==> src/rtl/pa_pkg.sv <==
package pa_pkg;

    typedef logic [3:0] bcd_digit_t;

    typedef struct packed {
        bcd_digit_t sum;
        logic       cout;
    } bcd_sum_t;

    // One decimal digit add with carry in; valid for a, b in 0..9.
    function automatic bcd_sum_t bcd_add_digit(bcd_digit_t a, bcd_digit_t b, logic cin);
        bcd_sum_t   r;
        logic [4:0] raw;
        raw = {1'b0, a} + {1'b0, b} + {4'b0000, cin};
        if (raw > 5'd9) begin
            r.sum  = raw[3:0] + 4'd6;
            r.cout = 1'b1;
        end else begin
            r.sum  = raw[3:0];
            r.cout = 1'b0;
        end
        return r;
    endfunction

    // Binary value of the lowest nd digits of a packed BCD word.
    function automatic int unsigned bcd_value(logic [31:0] v, int nd);
        int unsigned acc;
        acc = 0;
        for (int i = 7; i >= 0; i--) begin
            if (i < nd) acc = acc * 10 + int'(v[4*i +: 4]);
        end
        return acc;
    endfunction

endpackage

==> src/rtl/pa_bcd_inc.sv <==
module pa_bcd_inc
    import pa_pkg::*;
#(
    parameter int ND = 3
) (
    input  logic [4*ND-1:0] base,
    input  bcd_digit_t      addend,
    output logic [4*ND-1:0] sum,
    output logic            cout
);
    logic [ND:0] c;
    assign c[0] = 1'b0;

    for (genvar i = 0; i < ND; i++) begin : g_dig
        bcd_sum_t   r;
        bcd_digit_t b;
        assign b = (i == 0) ? addend : 4'd0;
        always_comb r = bcd_add_digit(base[4*i +: 4], b, c[i]);
        assign sum[4*i +: 4] = r.sum;
        assign c[i+1]        = r.cout;
    end

    assign cout = c[ND];

    always_comb begin
        AST_INC_VALUE: assert (bcd_value(32'(sum), ND) + (cout ? 10**ND : 0)
                               == bcd_value(32'(base), ND) + int'(addend))
            else $error("decimal increment mismatch");
    end
endmodule

==> src/rtl/pa_frac_acc.sv <==
module pa_frac_acc
    import pa_pkg::*;
#(
    parameter int ND = 5
) (
    input  logic            clk,
    input  logic            rst,
    input  logic            stb,
    input  logic [4*ND-1:0] inc,
    output logic [4*ND-1:0] frac_q,
    output logic            carry_d
);
    localparam int unsigned WRAP = 10**ND;

    logic [ND:0]     c;
    logic [4*ND-1:0] sum;
    assign c[0] = 1'b0;

    for (genvar i = 0; i < ND; i++) begin : g_dig
        bcd_sum_t r;
        always_comb r = bcd_add_digit(frac_q[4*i +: 4], inc[4*i +: 4], c[i]);
        assign sum[4*i +: 4] = r.sum;
        assign c[i+1]        = r.cout;

        AST_FRAC_DIGIT: assert property (@(posedge clk) disable iff (rst)
            frac_q[4*i +: 4] <= 4'd9);
    end

    assign carry_d = c[ND];

    always_ff @(posedge clk) begin
        if (rst)      frac_q <= '0;
        else if (stb) frac_q <= sum;
    end

    AST_FRAC_HOLD: assert property (@(posedge clk) disable iff (rst)
        !stb |=> $stable(frac_q));

    AST_FRAC_SUM: assert property (@(posedge clk) disable iff (rst)
        stb |=> bcd_value(32'(frac_q), ND) + ($past(carry_d) ? WRAP : 0)
                == $past(bcd_value(32'(frac_q), ND) + bcd_value(32'(inc), ND)));
endmodule

==> src/rtl/phase_computer.sv <==
module phase_computer
    import pa_pkg::*;
#(
    parameter int INT_DIGITS  = 3,
    parameter int FRAC_DIGITS = 5,
    parameter int RX_OFFSET   = 2
) (
    input  logic                          clk,
    input  logic                          rst,
    input  logic                          frame_stb,
    input  logic                          rx_mode,
    input  logic [4*(INT_DIGITS+FRAC_DIGITS)-1:0] freq_bcd,
    output logic [4*INT_DIGITS-1:0]       cycle_count,
    output logic                          frac_carry,
    output logic [4*FRAC_DIGITS-1:0]      residue
);
    localparam int IW = 4*INT_DIGITS;
    localparam int FW = 4*FRAC_DIGITS;
    localparam int TW = IW + FW;
    localparam bcd_digit_t RX_DIG = bcd_digit_t'(RX_OFFSET);

    logic [IW-1:0] int_in;
    logic [FW-1:0] frac_in;
    logic [IW-1:0] int_adj;
    logic [IW-1:0] int_next;
    logic          adj_ovf;
    logic          inc_ovf;
    logic          carry_d;

    assign int_in  = freq_bcd[TW-1 -: IW];
    assign frac_in = {freq_bcd[FW-1:1], 1'b0};

    pa_bcd_inc #(.ND(INT_DIGITS)) u_rx_off (
        .base   (int_in),
        .addend (rx_mode ? RX_DIG : 4'd0),
        .sum    (int_adj),
        .cout   (adj_ovf)
    );

    pa_frac_acc #(.ND(FRAC_DIGITS)) u_frac (
        .clk     (clk),
        .rst     (rst),
        .stb     (frame_stb),
        .inc     (frac_in),
        .frac_q  (residue),
        .carry_d (carry_d)
    );

    pa_bcd_inc #(.ND(INT_DIGITS)) u_carry_add (
        .base   (int_adj),
        .addend ({3'b000, carry_d}),
        .sum    (int_next),
        .cout   (inc_ovf)
    );

    always_ff @(posedge clk) begin
        if (rst) begin
            cycle_count <= '0;
            frac_carry  <= 1'b0;
        end else if (frame_stb) begin
            cycle_count <= int_next;
            frac_carry  <= carry_d;
        end
    end

    AST_RESET_CLEAR: assert property (@(posedge clk)
        $past(rst) |-> (cycle_count == '0 && !frac_carry && residue == '0));

    AST_EVEN_RESIDUE: assert property (@(posedge clk) disable iff (rst)
        residue[0] == 1'b0);

    AST_NO_INT_WRAP: assert property (@(posedge clk) disable iff (rst)
        frame_stb |-> !(adj_ovf || inc_ovf));

    AST_TX_COUNT: assert property (@(posedge clk) disable iff (rst)
        frame_stb && !rx_mode |=> bcd_value(32'(cycle_count), INT_DIGITS)
            == $past(bcd_value(32'(int_in), INT_DIGITS)) + (frac_carry ? 1 : 0));

    AST_RX_COUNT: assert property (@(posedge clk) disable iff (rst)
        frame_stb && rx_mode |=> bcd_value(32'(cycle_count), INT_DIGITS)
            == $past(bcd_value(32'(int_in), INT_DIGITS)) + RX_OFFSET + (frac_carry ? 1 : 0));
endmodule

==> config.mk <==
export PLATFORM = sky130hd
export DESIGN_NAME = phase_computer
export DESIGN_NICKNAME = d
export VERILOG_FILES = /design/src/rtl/pa_pkg.sv /design/src/rtl/pa_bcd_inc.sv /design/src/rtl/pa_frac_acc.sv /design/src/rtl/phase_computer.sv
export SDC_FILE = /design/constraint.sdc
export NUM_CORES = 1
export LEC_CHECK = 0
export BUFFER_PORTS_ARGS = -buffer_cell sky130_fd_sc_hd__buf_2
export CAP_MARGIN = 15
export CORE_MARGIN = 4
export CORE_UTILIZATION = 62
export CTS_CLUSTER_DIAMETER = 100
export DETAILED_ROUTE_END_ITERATION = 6
export PLACE_DENSITY = 0.95
export SETUP_SLACK_MARGIN = 0.1
export SLEW_MARGIN = 25
export SYNTH_ARGS = -nofsm -noshare
export SYNTH_HDL_FRONTEND = slang
export SYNTH_SLANG_ARGS = --single-unit
==> constraint.sdc <==
create_clock -name clk -period 27.6 [get_ports clk]
set_clock_uncertainty 0.1 [all_clocks]
set_input_delay 6.9 -clock clk [delete_from_list [all_inputs] [get_ports clk]]
set_output_delay 6.9 -clock clk [all_outputs]
set_load 0.01 [all_outputs]
Word-level counts from Yosys, hierarchy flattened

Index checks and enable logic that the tools add are counted.

RAM bits: 0
Latch bits: 0
Input port bits: 36
Flip-flop bits (word level): 33
Memories: 0
Output and inout port bits: 33
Bits in read-only memories: 0

Shifts and indexed selects: 0
Equality and inequality tests: 0
$add $sub $neg: 26
Reductions and logical operators: 0
Order comparisons: 11
$mul: 0
Bitwise logic cells: 0
Div/mod/pow operators: 0
Muxes and demuxes: 12

Operators with widths:

| kind                                               | number |
|---|---|
| > comparator 5 x 4 -> 1 bit, second input constant | 11 |
| 2-to-1 mux 5 bit                                   | 11 |
| adder 4 x 3 -> 4 bit, second input constant        | 11 |
| adder 4 x 1 -> 5 bit                               | 5 |
| adder 4 x 4 -> 5 bit                               | 5 |
| adder 5 x 1 -> 5 bit                               | 4 |
| adder 4 x 2 -> 5 bit                               | 1 |
| 2-to-1 mux 2 bit                                   | 1 |

Logic depth before layout (Yosys ltp)

Word-level depth: 24
Gate-level depth with buffers: 67
Gate-level depth less buffers: 67

By module

From an unflattened synthesis, not the netlist that was laid out.

Cells, all modules: 453
Area, all modules: 3733.6 um2

By module, submodules not included:

| module         | area each (um2) | instances | cells an instance |
|---|---|---|---|
| pa_frac_acc    | 1919.3          | 1         | 218 |
| pa_bcd_inc     | 668.1           | 2         | 96 |
| phase_computer | 478.0           | 1         | 43 |

Worst setup path before layout

Ideal clock, no wire load.

Path type: input port to flip-flop
Start point: in freq_bcd[1]
End point: reg cycle_count[11]
Setup time: 0.138 ns
Data required time: 27.362 ns
Buffers on the path: 0
Slack: 7.305 ns
Arrival: 20.058 ns
Cell stages on the path: 63
Path through: ha_1 -> inv_1 -> fa_1 -> ha_1 -> inv_1 -> a21boi_0 -> fa_1 -> inv_1 -> fa_1 -> xnor2_1 -> ha_1 -> a22oi_1 -> a311oi_1 -> fa_1 -> inv_1 -> fa_1 -> xnor2_1 -> ha_1 -> [27 not listed] -> ha_1 -> xor2_1 -> ha_1 -> nand2_1 -> nand2_1 -> o211a_1 -> a21oi_1 -> inv_1 -> ha_1 -> ha_1 -> inv_1 -> xnor2_1 -> ha_1 -> inv_1 -> nor2_1 -> o211a_1 -> nor3_1 -> a211oi_1

Cells in the longest elaborated chain, start to end: 24
Elaborated cells on any way between the ends: 25

Ends and longest elaborated chain:

| item                                                                       | line                       | source |
|---|---|---|
| from (decl)                                                                | phase_computer.sv:12       | `input logic [4*(INT_DIGITS+FRAC_DIGITS)-1:0] freq_bcd,` |
| adder 4 x 4 -> 5 bit *                                                     | pa_pkg.sv:14               | `raw = {1'b0, a} + {1'b0, b} + {4'b0000, cin};` |
| > comparator 5 x 4 -> 1 bit *                                              | pa_pkg.sv:15               | `if (raw > 5'd9) begin` |
| 2-to-1 mux 5 bit *                                                         | pa_pkg.sv:15               |  |
| adder 5 x 1 -> 5 bit *                                                     | pa_pkg.sv:14               |  |
| > comparator 5 x 4 -> 1 bit *                                              | pa_pkg.sv:15               |  |
| 2-to-1 mux 5 bit *                                                         | pa_pkg.sv:15               |  |
| adder 5 x 1 -> 5 bit *                                                     | pa_pkg.sv:14               |  |
| > comparator 5 x 4 -> 1 bit *                                              | pa_pkg.sv:15               |  |
| [8 not listed]                                                             | n/a                        |  |
| > comparator 5 x 4 -> 1 bit *                                              | pa_pkg.sv:15               |  |
| 2-to-1 mux 5 bit *                                                         | pa_pkg.sv:15               |  |
| adder 4 x 1 -> 5 bit *                                                     | pa_pkg.sv:14               |  |
| > comparator 5 x 4 -> 1 bit *                                              | pa_pkg.sv:15               |  |
| 2-to-1 mux 5 bit *                                                         | pa_pkg.sv:15               |  |
| adder 4 x 1 -> 5 bit *                                                     | pa_pkg.sv:14               |  |
| adder 4 x 3 -> 4 bit / > comparator 5 x 4 -> 1 bit (equally long branches) | pa_pkg.sv:16, pa_pkg.sv:15 |  |
| 2-to-1 mux 5 bit *                                                         | pa_pkg.sv:15               |  |
| to (signal assigned)                                                       | phase_computer.sv:61       | `cycle_count <= int_next;` |
| to (decl)                                                                  | phase_computer.sv:13       | `output logic [4*INT_DIGITS-1:0] cycle_count,` |

Every way passes the cells marked *; elsewhere a longest branch is shown, timed or not.
A chain may end at the register's enable or synchronous reset.

Worst setup path after layout

Same ends and word-level chain as after synthesis.

==> insert_results.sql <==
INSERT INTO impl_metrics (metric_group, metric, value, unit) VALUES
('place', 'pre_cts_ws', '5.39', 'ns'),
('setup_path', 'worst_ep_arrival_time', '22.18', 'ns'),
('sta', 'max-slew-margin-rel', '39.7', '%'),
('route', 'average_wire_per_standard_cell', '15.0', 'um'),
('sta', 'timing.final.crit_period', '22.16', 'ns'),
('min_path', 'hold_end', 'frac_carry', ''),
('floorplanning', 'design.die.area', '7270', 'um^2'),
('logic_synthesis', 'post_synth_edffs', '0', ''),
('floorplanning', 'area_of_the_placeable_core', '5640', 'um^2'),
('final_layout', 'final_util', '73.2', '%'),
('sta', 'tightest_slew', '0.904', 'ns'),
('grt', 'gr-total-overflow', '0', ''),
('floorplanning', 'row_count', '27', ''),
('power', 'power.density_cell_area', '112', 'nW/um^2'),
('run_status', 'outcome', 'finished, final reports clean', ''),
('sta', 'slew_violations', '0', ''),
('power', 'leak', '1.95', 'nW'),
('floorplanning', 'initial_core_util', '65.6', '%'),
('route', 'routed_via_density', '6.04', ''),
('setup_path', 'worstPathMaxFanout', '7', ''),
('sta', 'maxClockFrequency', '45.1', 'MHz'),
('logic_synthesis', 'netlist_top_cells_area', 'dfxtp_1 (17%), ha_1 (15%), nor2_1 (5.7%)', ''),
('route', 'drt-initial-drc-count', '183', ''),
('setup_path', 'critPathMaxStageDelay', '0.68', 'ns'),
('final_layout', 'post_route_cells_drive_above_1_share', '17.8', '%'),
('logic_synthesis', 'synth_nets', '541', ''),
('power', 'p_total', '0.462', 'mW'),
('clock_network', 'postCtsSetupRepairBufs', '0', ''),
('logic_synthesis', 'postSynthCellCount', '452', ''),
('setup_path', 'cp_slowest_cell', 'a311oi_1', ''),
('min_path', 'hold-path-cell-count', '2', ''),
('route', 'drcViolationCount', '0', ''),
('logic_synthesis', 'synth.top_cell.area_share', '17.3', '%'),
('grt', 'antenna_found_initial', '0', ''),
('clock_network', 'cts_hold_buffers', '0', ''),
('floorplanning', 'ios', '69', ''),
('logic_synthesis', 'sequential_fraction_of_the_synthesis_area', '17.3', '%'),
('setup_path', 'worst_setup_path_end_kind', 'flip-flop', ''),
('setup_path', 'cp-start-kind', 'input pin', ''),
('final_layout', 'syn2layout_area_growth', '11.6', '%'),
('power', 'max-vdd-ir-drop', '0.0947', 'mV'),
('grt', 'first_global_vias', '3396', ''),
('floorplanning', 'die_y', '85.3', 'um'),
('route', 'route.vias.total', '3514', ''),
('route', 'detail_route.first_pass.iterations', '4', ''),
('place', 'buffer_ports.inserted', '66', ''),
('min_path', 'worstHoldPathType', 'reg -> reg', ''),
('logic_synthesis', 'ff_latch_count_synth', '32', ''),
('route', 'drt.antenna.violating_nets', '0', ''),
('grt', 'largest_net_degree_at_the_start_of_global_routing', '45', ''),
('setup_path', 'worstRegToRegCells', '61', ''),
('clock_network', 'cts-root-buf', 'clkbuf_8', ''),
('route', 'drt-total-wl', '8710', 'um'),
('clock_network', 'clockBufferDepth', '2', ''),
('sta', 'setup_total_negative_slack', '0', 'ns'),
('grt', 'grt_pass1_wl', '14800', 'um'),
('place', 'place.detailed.instances', '574', ''),
('final_layout', 'filler_cell_count', '430', ''),
('min_path', 'worst_hold_startpoint', 'frac_carry', ''),
('clock_network', 'clock_tree_from_tritoncts', 'yes', ''),
('logic_synthesis', 'synth_area_per_cell', '8.19', 'um^2'),
('sta', 'report.final.hold_viol_count', '0', ''),
('sta', 'finalCritPeriodShare', '80.3', '%'),
('clock_network', 'cts_made_buffers', '5', ''),
('logic_synthesis', 'library_cells_used_by_synthesis', '79', ''),
('clock_network', 'clock_insertion_delay_worst_skew', '0.28', 'ns'),
('sta', 'timing.hold.ws', '0.388', 'ns'),
('logic_synthesis', 'netlist.top_cell.by_area', 'dfxtp_1', ''),
('logic_synthesis', 'ys.flop_type', 'dfxtp_1', ''),
('logic_synthesis', 'synth-async-reset-ratio', '0', '%'),
('sta', 'fin_ws', '5.44', 'ns');
==> report_power, final <==
| part | internal (mW) | leakage (nW) | switching (mW) |
|---|---|---|---|
| Sequential | 0.0621 | 0.265 | 0.0126 |
| Combinational | 0.156 | 1.63 | 0.187 |
| Clock | 0.0268 | 0.0552 | 0.0171 |
| Total | 0.245 | 1.95 | 0.217 |
==> routing by layer <==
layer	global-route usage [%]	wire length, um	vias to the layer above
li1	-	-	1753
met1	28.2	3680	1657
met2	45.2	4580	95
met3	2.52	387	9
met4	4.46	61	0
met5	0	0	-
==> placed cells by master, fill, tap and decap left out, drive strengths merged, types with 12 or more instances in the layout <==
master and instances:
buf 66, nor2 56, ha 44, inv 41, dfxtp 32, xnor2 21, nand2 18, mux2i 18
a21oi 17, a211oi 15, o21ai 13, nand3 12, nand2b 12
==> logic make-up after synthesis <==
group | count (synthesis) | synth area share, %
and+or+nand+nor | 155 | 22.4
AOI/OAI and AO/OA | 113 | 23.3
buffers and inverters | 57 | 6.86
adders and majority gates | 53 | 19.7
DFF | 32 | 17.3
xor gates and xnor gates | 22 | 5.20
muxes | 19 | 5.17
other | 1 | 0.101
==> worst max-delay path, delay by kind of cell <==
family          cells  cell delay (ns)
fa+ha+maj          23             6.72
xor+xnor            6             1.72
compound gates     17             5.26
simple gates        6             0.75
buf+inv            10             0.81
==> worst max-delay path by stage <==
stage / from / endpoint / slack, ns / cells past startpoint
after floorplan: freq_bcd[1] / cycle_count[11] / 7.30 / 63
after global placement: freq_bcd[1] / cycle_count[11] / 5.84 / 62
after CTS: freq_bcd[1] / cycle_count[11] / 5.50 / 62
final: freq_bcd[1] / cycle_count[11] / 5.44 / 62
after global routing: freq_bcd[1] / cycle_count[11] / 4.32 / 62
after detailed placement: freq_bcd[1] / cycle_count[11] / 5.39 / 62
==> Yosys cell counts (all sizes together), types with 2 or more instances <==
master / count
nor2b: 9
a21oi: 17
fa: 9
a22oi: 4
inv: 41
o31ai: 4
a311oi: 6
nor3b: 4
o221ai: 2
o21bai: 2
and3b: 4
o21ai: 13
ha: 44
a31oi: 4
nor2: 56
nand2b: 12
o311a: 2
or3: 9
clkbuf: 12
a32oi: 2
buf: 3
mux2i: 18
o211a: 3
and2: 6
o21a: 5
a211o: 2
a21o: 3
xnor2: 21
a21boi: 3
nand3: 12
o211ai: 9
or3b: 2
nand2: 18
and2b: 2
nor3: 8
dfxtp: 32
a211oi: 15
a2111oi: 3
and4: 4
==> flip-flops by register name (all words and copies together) (netlist names) <==
register       flops
cycle_count       12
frac_carry         1
u_frac.frac_q     19
==> layout make-up <==
class                   count  area share, %
clock inverters             2          0.848
multi-input cells         363           68.0
well taps                  72           2.18
flip-flops and latches     32           15.5
clock buffers               6           1.76
repair buffers             66           8.00
inverters                  41           3.73
(Power assumes the default switching activity.)
